**src/rtl/pcm_pacer_pkg.sv**
```systemverilog
package pcm_pacer_pkg;
  localparam int ADDR_W = 3;

  localparam logic [ADDR_W-1:0] ADR_RATE = 3'd0;
  localparam logic [ADDR_W-1:0] ADR_BUF  = 3'd1;
  localparam logic [ADDR_W-1:0] ADR_CTRL = 3'd2;
  localparam logic [ADDR_W-1:0] ADR_GATE = 3'd3;
  localparam logic [ADDR_W-1:0] ADR_ACK  = 3'd4;

  typedef struct packed {
    logic pcm;
    logic buf_en;
    logic rate_en;
  } gate_t;
endpackage

```
**src/rtl/pcm_pacer_regs.sv**
```systemverilog
module pcm_pacer_regs
  import pcm_pacer_pkg::*;
#(
  parameter int DW     = 8,
  parameter int RATE_W = 8,
  parameter int BUF_W  = 16
) (
  input  logic              clk,
  input  logic              rst,
  input  logic              wr_en,
  input  logic [ADDR_W-1:0] wr_addr,
  input  logic [DW-1:0]     wr_data,
  output gate_t             gate,
  output logic [1:0]        valid,
  output logic [1:0]        load_go,
  output logic [RATE_W-1:0] rate_reload,
  output logic [BUF_W-1:0]  buf_reload,
  output logic              ack
);
  localparam int HI_W = BUF_W - DW;

  logic [1:0]    armed;
  logic [1:0]    ptr;
  logic [DW-1:0] lo_stage [2];
  logic          sel;
  logic          csel;
  logic          is_cnt;

  assign sel    = wr_addr[0];
  assign csel   = wr_data[0];
  assign is_cnt = wr_en && (wr_addr == ADR_RATE || wr_addr == ADR_BUF);
  assign ack    = wr_en && (wr_addr == ADR_ACK) && wr_data[0];

  always_ff @(posedge clk) begin
    if (rst) begin
      gate        <= '0;
      armed       <= '0;
      ptr         <= '0;
      valid       <= '0;
      load_go     <= '0;
      rate_reload <= '0;
      buf_reload  <= '0;
      lo_stage[0] <= '0;
      lo_stage[1] <= '0;
    end else begin
      load_go <= '0;
      if (wr_en && wr_addr == ADR_CTRL) begin
        armed[csel] <= 1'b1;
        ptr[csel]   <= 1'b0;
        valid[csel] <= 1'b0;
      end
      if (is_cnt && armed[sel]) begin
        if (!ptr[sel]) begin
          lo_stage[sel] <= wr_data;
          ptr[sel]      <= 1'b1;
        end else begin
          ptr[sel]     <= 1'b0;
          valid[sel]   <= 1'b1;
          load_go[sel] <= 1'b1;
          if (sel) buf_reload  <= {wr_data[HI_W-1:0], lo_stage[1]};
          else     rate_reload <= lo_stage[0][RATE_W-1:0];
        end
      end
      if (wr_en && wr_addr == ADR_GATE) gate <= gate_t'(wr_data[2:0]);
    end
  end
endmodule

```
**src/rtl/pcm_pacer_chan.sv**
```systemverilog
module pcm_pacer_chan #(
  parameter int W = 16
) (
  input  logic         clk,
  input  logic         rst,
  input  logic         load_go,
  input  logic [W-1:0] reload,
  input  logic         tick,
  output logic         tc
);
  localparam logic [W-1:0] ONE = W'(1);

  logic [W-1:0] cnt;

  // A period of 1 is not a legal divisor: it reloads forever and never signals.
  assign tc = tick && !load_go && (cnt == ONE) && (reload != ONE);

  always_ff @(posedge clk) begin
    if (rst)          cnt <= '0;
    else if (load_go) cnt <= reload;
    else if (tick) begin
      if (cnt == ONE) cnt <= reload;
      else            cnt <= cnt - ONE;
    end
  end
endmodule

```
**src/rtl/pcm_pacer.sv**
```systemverilog
module pcm_pacer
  import pcm_pacer_pkg::*;
#(
  parameter int DW     = 8,
  parameter int RATE_W = 8,
  parameter int BUF_W  = 16
) (
  input  logic              clk,
  input  logic              rst,
  input  logic              wr_en,
  input  logic [ADDR_W-1:0] wr_addr,
  input  logic [DW-1:0]     wr_data,
  input  logic              dma16,
  input  logic              src_tick,
  output logic              samp_strobe,
  output logic              irq
);
  gate_t             gate;
  logic [1:0]        valid;
  logic [1:0]        load_go;
  logic [RATE_W-1:0] rate_reload;
  logic [BUF_W-1:0]  buf_reload;
  logic              ack;
  logic              rate_tick, rate_tc;
  logic              buf_adv, buf_tick, buf_tc;
  logic              half_q;
  logic              pcm_on;

  pcm_pacer_regs #(.DW(DW), .RATE_W(RATE_W), .BUF_W(BUF_W)) regs_i (
    .clk(clk), .rst(rst), .wr_en(wr_en), .wr_addr(wr_addr), .wr_data(wr_data),
    .gate(gate), .valid(valid), .load_go(load_go),
    .rate_reload(rate_reload), .buf_reload(buf_reload), .ack(ack)
  );

  assign pcm_on    = gate.pcm;
  assign rate_tick = src_tick && gate.rate_en && pcm_on && valid[0];

  pcm_pacer_chan #(.W(RATE_W)) rate_i (
    .clk(clk), .rst(rst), .load_go(load_go[0]), .reload(rate_reload),
    .tick(rate_tick), .tc(rate_tc)
  );

  assign buf_adv  = rate_tc && gate.buf_en && pcm_on && valid[1];
  assign buf_tick = buf_adv && (!dma16 || half_q);

  always_ff @(posedge clk) begin
    if (rst || !pcm_on || load_go[1]) half_q <= 1'b0;
    else if (buf_adv)                 half_q <= ~half_q;
  end

  pcm_pacer_chan #(.W(BUF_W)) buf_i (
    .clk(clk), .rst(rst), .load_go(load_go[1]), .reload(buf_reload),
    .tick(buf_tick), .tc(buf_tc)
  );

  always_ff @(posedge clk) begin
    if (rst) begin
      samp_strobe <= 1'b0;
      irq         <= 1'b0;
    end else begin
      samp_strobe <= rate_tc;
      if (buf_tc)   irq <= 1'b1;
      else if (ack) irq <= 1'b0;
    end
  end
endmodule

```
**config.mk**
```make
export PLATFORM = sky130hd
export DESIGN_NAME = pcm_pacer
export DESIGN_NICKNAME = d
export VERILOG_FILES = /design/src/rtl/pcm_pacer_pkg.sv /design/src/rtl/pcm_pacer_regs.sv /design/src/rtl/pcm_pacer_chan.sv /design/src/rtl/pcm_pacer.sv
export SDC_FILE = /design/constraint.sdc
export NUM_CORES = 1
export LEC_CHECK = 0
export BUFFER_PORTS_ARGS = -buffer_cell sky130_fd_sc_hd__buf_2
export CORE_UTILIZATION = 57
export DETAILED_ROUTE_END_ITERATION = 16
export PLACE_DENSITY = 0.86
export SLEW_MARGIN = 10
export SYNTH_ARGS = -nofsm -noshare
export SYNTH_HDL_FRONTEND = slang
export SYNTH_SLANG_ARGS = --single-unit
export TNS_END_PERCENT = 50
```
**constraint.sdc**
```tcl
create_clock -name clk -period 6.11 [get_ports clk]
set_input_delay 0.611 -clock clk [delete_from_list [all_inputs] [get_ports clk]]
set_output_delay 0.611 -clock clk [all_outputs]
set_load 0.005 [all_outputs]
```
# Word level (Yosys, flattened, before mapping)
# Memories as Yosys holds them, arrays and structs flattened. A register that Yosys moved wholly into a read port is not among the register bits.
# Index checks and enable logic that the tools add are counted.
[word_totals]
ramBits = 16
memories = 1
output_inout_bits = 2
wordCells = 110
register_bits = 54
in_bits = 16
[classes]
mux = 33
n_bitwise = 12
eq_ne = 8
n_lt_le_gt_ge = 4
reduce_logical = 37
addsub = 2
[memory_table]
columns = ["name", "words", "width", "read_ports", "rd_ports_with_merged_regs", "write_ports", "line_no", "rtl"]
rows = [
  ["regs_i.lo_stage", 2, 8, 2, 2, 2, "pcm_pacer_regs.sv:24", "logic [DW-1:0] lo_stage [2];"],
]
[ops]
columns = ["operator", "count"]
rows = [
  ["16-bit two-way mux", 3],
  ["8-bit two-way mux", 4],
  ["1-bit logical AND", 21],
  ["16-bit by 1-bit == test with 1-bit output, second input constant", 1],
  ["1-bit two-way mux", 16],
  ["2-bit two-way mux", 8],
  ["16-bit by 1-bit inequality test with 1-bit output, second input constant", 1],
  ["16-bit by 1-bit subtractor with 16-bit output, second input constant", 1],
  ["8-bit by 1-bit == test with 1-bit output, second input constant", 1],
  ["8-bit by 1-bit inequality test with 1-bit output, second input constant", 1],
  ["8-bit OR reduction", 1],
  ["8-bit by 1-bit subtractor with 8-bit output, second input constant", 1],
  ["2-bit bitwise AND", 3],
  ["3-bit by 2-bit == test with 1-bit output, second input constant", 2],
  ["2-bit OR", 3],
  ["3-bit AND reduction", 2],
  ["2-bit nonzero test", 3],
  ["1-bit zero test", 4],
  ["1-bit logical OR", 4],
  ["1-bit by 2-bit less-than comparator with 1-bit output, second input constant", 2],
  ["1-bit inverter", 4],
  ["2-bit inverter", 2],
  ["3-bit by 1-bit == test with 1-bit output, second input constant", 1],
  ["3-bit == test, second input constant", 1],
  ["other kinds (4)", 6],
]

# Depth between registers and ports, before layout
[depth]
depth_word = 14
ltp_mapped = 7
mapped_depth_nobuf = 7

# Cells and area by module
# From an unflattened synthesis, not the netlist that was laid out.
[hier_totals]
cells_unflattened = 430
hier_area_um2 = 4022.6
[by_module_without_submodules]
columns = ["mod", "seq_area_each_um2", "cells_per_inst", "area_per_inst_um2", "instances"]
rows = [
  ["pcm_pacer_regs", 1181.1, 188, 2069.5, 1],
  ["pcm_pacer_chan (buf_i)", 320.3, 158, 1243.7, 1],
  ["pcm_pacer_chan (rate_i)", 160.2, 70, 569.3, 1],
  ["pcm_pacer", 60.1, 14, 140.1, 1],
]

# Least setup slack after synthesis
# Ideal clock, no wire load.
[synth_path]
path_type = "input to register"
from = "input port src_tick"
to = "register buf_i.cnt[13]"
arrival_time_ns = 2.110
slack_ns = 3.883
cell_stages = 6
path_cell_list = "nand4_1 or4_4 o31ai_4 buf_6 o21ai_1 a32o_1"
[synth_between]
elab_chain_cells = 11
[synth_lines]
columns = ["item", "line_no", "rtl"]
rows = [
  ["start: declaration", "pcm_pacer.sv:14", "input logic src_tick,"],
  ["1-bit logical AND (3 in a row)", "pcm_pacer.sv:36", "assign rate_tick = src_tick && gate.rate_en && pcm_on && valid[0];"],
  ["1-bit logical AND (3 in a row)", "pcm_pacer_chan.sv:16", "assign tc = tick && !load_go && (cnt == ONE) && (reload != ONE);"],
  ["1-bit logical AND (3 in a row)", "pcm_pacer.sv:43", "assign buf_adv = rate_tc && gate.buf_en && pcm_on && valid[1];"],
  ["1-bit logical AND", "pcm_pacer.sv:44", "assign buf_tick = buf_adv && (!dma16 || half_q);"],
  ["2-bit nonzero test (no line)", "-", ""],
  ["end signal: assignment", "pcm_pacer_chan.sv:20", "else if (load_go) cnt <= reload;"],
  ["end signal: assignment", "pcm_pacer_chan.sv:22", "if (cnt == ONE) cnt <= reload;"],
  ["end signal: assignment", "pcm_pacer_chan.sv:23", "else cnt <= cnt - ONE;"],
  ["end: declaration", "pcm_pacer_chan.sv:13", "logic [W-1:0] cnt;"],
]
# No other way between the ends.
# A chain may end at the register's enable or synchronous reset.

# Worst setup path after layout
[layout_path]
from = "register rate_i.cnt[2]"
to = "register buf_i.cnt[9]"
[layout_between]
elab_chain_cells = 8
[layout_lines]
columns = ["item", "line_no"]
rows = [
  ["start: declaration", "pcm_pacer_chan.sv:13"],
  ["start signal: assignment", "pcm_pacer_chan.sv:20"],
  ["start signal: assignment", "pcm_pacer_chan.sv:22"],
  ["start signal: assignment", "pcm_pacer_chan.sv:23"],
  ["8-bit by 1-bit == test with 1-bit output", "pcm_pacer_chan.sv:16"],
  ["1-bit logical AND (2 in a row)", "pcm_pacer_chan.sv:16"],
  ["1-bit logical AND (3 in a row)", "pcm_pacer.sv:43"],
  ["1-bit logical AND", "pcm_pacer.sv:44"],
  ["2-bit nonzero test (no line)", "-"],
]
# No other way between the ends.

==> results.txt <==
----------------------------------------------------
[STA]
  Rel. slew slack ... 25.21%
  Final Max Slew Viols ... 0
  Post-route setup TNS ... 0 ps
  Unrepaired setup endpoints after global routing ... no
  Final Hold Vio Count ... 0
  Measured slew at the worst slew-check pin ... 1110 ps
  Hold slack ... 476.3 ps
  Final worst path period share ... 40.67%
  Achievable frequency ... between 400 and 500 MHz
  Final setup violation count ... 0
  Fin worst setup slack ... 3625 ps
  Final Critical Period ... 2485 ps
  Clock skew ... 8.150 ps

[Worst setup path]
  Reg2reg start ... rate_i.cnt[2]
  Number of logic stages on the critical path including buffering ... 5
  Required time worst endpoint ... 6420 ps
  Slowest-stage cell, CP ... sky130_fd_sc_hd__o31ai_4
  Type of the setup path with the least slack ... reg -> reg
  Number of buffers and inverters on the critical path ... 0
  Capture point of the worst reg-to-reg path ... buf_i.cnt[9]
  Top fanout value on the critical path ... 19
  Delay contributed by the slowest stage of the critical path ... 770 ps
  Ordered list of cells on the worst path ... nor4_2, nand3_1, o31ai_4, and2_0, a32o_1
  Worst Setup Start Kind ... register
  Register-to-Register Path Depth ... 5
  Setup slack on the worst flop-to-flop path ... 3630 ps
  Critical path data arrival time ... about 2800 ps
  Kind of capture point of the worst setup path ... register
  Launching element of the worst setup path ... rate_i.cnt[2]
  Largest delay contributor family on the critical path ... simple AND/OR/NAND/NOR gates

[Detailed routing]
  Number of routed nets with antenna violations ... 0
  Vias per cell ... 6.442
  1st-iter DRT viols ... 412
  Number of optimization iterations in the first detailed-route pass ... 6
  DRC violations left ... 0
  Avg WL per Cell ... 17.18 um
  Met3 WL ... 600 um
  Wirelength, routed ... 8.283 mm
  Wire length on met2 ... 3.913 mm
  Met1 layer wirelength in the final routing ... 3.634 mm
  Total number of vias ... approximately 3,100
  Top layer in use ... met4

[Synthesis]
  Synth Register Bits ... 78
  Number of standard cells after synthesis ... 391
  YS warnings ... 0
  Post-Synth Simple-Gate Area ... 22.54%
  Post-synthesis compound-gate area fraction ... 15.48%
  Fraction of the yosys area taken by sequential cells ... 46.30%
  Multiplexer fraction of the synthesized cell area ... 9.825%
  Post-Synthesis Net Count ... 411
  Cell area after synthesis ... 0.003719 sq mm
  Number of enable flip-flop cells after synthesis ... 16
  Main combinational cell family by area after synthesis ... simple AND/OR/NAND/NOR gates
  Xor/xnor share of the synthesized area ... 0.2355%
  Fraction of registers with async set/reset ... 0%
  Adder-cell share of the synthesized area ... 1.346%
  Predominant post-synthesis flop cell ... sky130_fd_sc_hd__dfxtp_1
  Distinct cell type count after synthesis ... 61
  Mean area per synthesized cell ... 9.510 sq um

[CTS]
  CTS tree ... built
  Clock latency on the worst-skew pair ... 360 ps
  Maximum buffer depth of the clock tree ... 2
  TritonCTS Sinks ... 78
  Number of hold-repair buffers added at the cts stage ... 0
  TritonCTS buffer count ... 9
  Setup repair bufs after CTS ... 0
  Post-cts gate resize count ... 0
  Master cell of the clock root buffer ... sky130_fd_sc_hd__clkbuf_8
  H-tree depth reported by CTS ... 3
  Clock-pin slew on the worst setup and hold paths ... 90 ps

[Layout]
  Post-route cell area ... 0.003979 sq mm
  Total number of nets in the final design ... 420
  Fraction of layout instances using a drive strength above 1 ... 12.10%
  Most common library cell in the layout ignoring fill and taps ... sky130_fd_sc_hd__dfxtp_1
  Area of the multi-input gates ... ~0.0018 sq mm
  Top library cells by usage in the layout, fill and taps aside ... sky130_fd_sc_hd__dfxtp_1, sky130_fd_sc_hd__nor2_1, sky130_fd_sc_hd__mux2i_1
  Filler cells ... about 520
  Sequential cell area ... 0.001722 sq mm
  Layout Area Growth over Synthesis ... 6.999%
  Antenna diode count ... 0

[Worst hold path]
  Startpoint of the tightest hold check path ... regs_i.gate[0]
  Endpoint of the worst hold-timing path ... regs_i.gate[0]
  Hold path cells ... 2
  Class of the most critical hold timing path ... reg -> reg

[Power]
  Leakage Power ... approximately 1.6 nW
  Power density of the placed cells ... 227.8 mW/mm^2
  Peak supply drop ... 0.0001963 V
  Overall Power ... 0.9064 mW

[GRT]
  Global router's overall resource usage ... 26.66%
  Overflow left after global routing ... 0
  Antenna violations before repair ... 0
  Wire length of the first global-routing pass ... 13.48 mm
  Largest net degree at the start of global routing ... 55
  Vias in the first global route ... 2,797

[Floorplanning]
  Initial cell density of the core ... 58.90%
  Vertical extent of the die ... 82.77 um
  Top-level I/O count ... 18
  Row count ... 29
  Core Footprint ... 0.006314 sq mm
  Die X-Extent ... between 80 and 90 um
  Total die area ... 0.006851 sq mm

[Placed design]
  Sum of net half-perimeters after detailed placement ... 5.735 mm
  Port Buffer Count ... 17
  Placed cell areas ... 0.003805 sq mm
  Dpl ws ... 3301 ps
  Final estimated routing congestion in global placement ... approximately 0.86

[Run]
  Total of max-cap violations ... 0

[Run status]
  Run status ... complete, no violations

----------------------------------------------------
==> worst reg2reg max path, stage by stage, from the launching register on <==
cell and delay (ps):
sky130_fd_sc_hd__dfxtp_1 360, sky130_fd_sc_hd__nor4_2 420, sky130_fd_sc_hd__nand3_1 280, sky130_fd_sc_hd__o31ai_4 770, sky130_fd_sc_hd__and2_0 420, sky130_fd_sc_hd__a32o_1 180
==> worst max-delay path by stage <==
stage                                  to  slack, ps
finish                       buf_i.cnt[9]       3630
floorplan                   buf_i.cnt[13]       3880
CTS                          buf_i.cnt[9]       3700
detailed placement   regs_i.buf_reload[2]       3300
global route         regs_i.buf_reload[2]       3470
global placement    regs_i.buf_reload[10]       3430
==> through the flow <==
step                instances  utilization, %
global route              482           63.02
finish                    482           63.02
CTS                       482           63.02
global placement          466           60.27
floorplan                 391               -
detailed placement        466           60.27
==> synthesized netlist by cell type, drive strengths merged, types with 5 or more instances <==
| cell | number | area (sq um) |
|---|---|---|
| a21oi | 15 | 75.07 |
| a22oi | 5 | 37.54 |
| a32o | 7 | 71.32 |
| and2 | 18 | 112.6 |
| buf | 8 | 57.55 |
| clkbuf | 12 | 45.04 |
| dfxtp | 62 | 1241 |
| edfxtp | 16 | 480.5 |
| inv | 15 | 56.30 |
| mux2i | 32 | 320.3 |
| nand2 | 22 | 85.09 |
| nand3 | 10 | 50.05 |
| nand4 | 7 | 43.79 |
| nor2 | 46 | 172.7 |
| nor2b | 6 | 37.54 |
| nor3 | 15 | 75.07 |
| nor4 | 11 | 75.07 |
| o21ai | 19 | 113.9 |
==> logic make-up (layout without fill, tap and decap cells) <==
kind of cell / Yosys count / in the layout
multiplexers: 36 / 36
AO/OA/AOI/OAI: 79 / 79
buffers and inverters: 35 / 49
AND/OR/NAND/NOR: 158 / 158
flip-flops: 78 / 78
adder cells (fa/ha/maj): 4 / 4
XOR/XNOR: 1 / 1
==> cell type report <==
cell class | instances | share of cell area (%)
inverter | 15 | 1.415
multi-input combinational | 278 | 46.19
timing repair buffer | 18 | 2.327
clock buffer | 10 | 3.208
sequential | 78 | 43.27
tap | 77 | 2.421
clock inverter | 6 | 1.164
==> sequential cells by signal (all words and copies together) (netlist names), 2 cells and up <==
name                cells
buf_i.cnt              16
regs_i.buf_reload      16
regs_i.lo_stage        16
rate_i.cnt              8
regs_i.rate_reload      8
regs_i.gate             3
regs_i.armed            2
regs_i.load_go          2
regs_i.ptr              2
regs_i.valid            2
==> power breakdown <==
part | switching [mW] | internal, mW | total, mW
clock | 0.202 | 0.150 | 0.353
sequential | 0.00164 | 0.528 | 0.530
combinational | 0.0177 | 0.00596 | 0.0237
total | 0.222 | 0.685 | 0.906
==> layer usage <==
metal | GRT usage, % | vias to the layer above
li1 | - | 1468
met1 | 36.36 | 1468
met2 | 41.15 | 155
met3 | 4.590 | 14
met4 | 12.41 | 0
met5 | 0 | -
(Power assumes the default switching activity.)
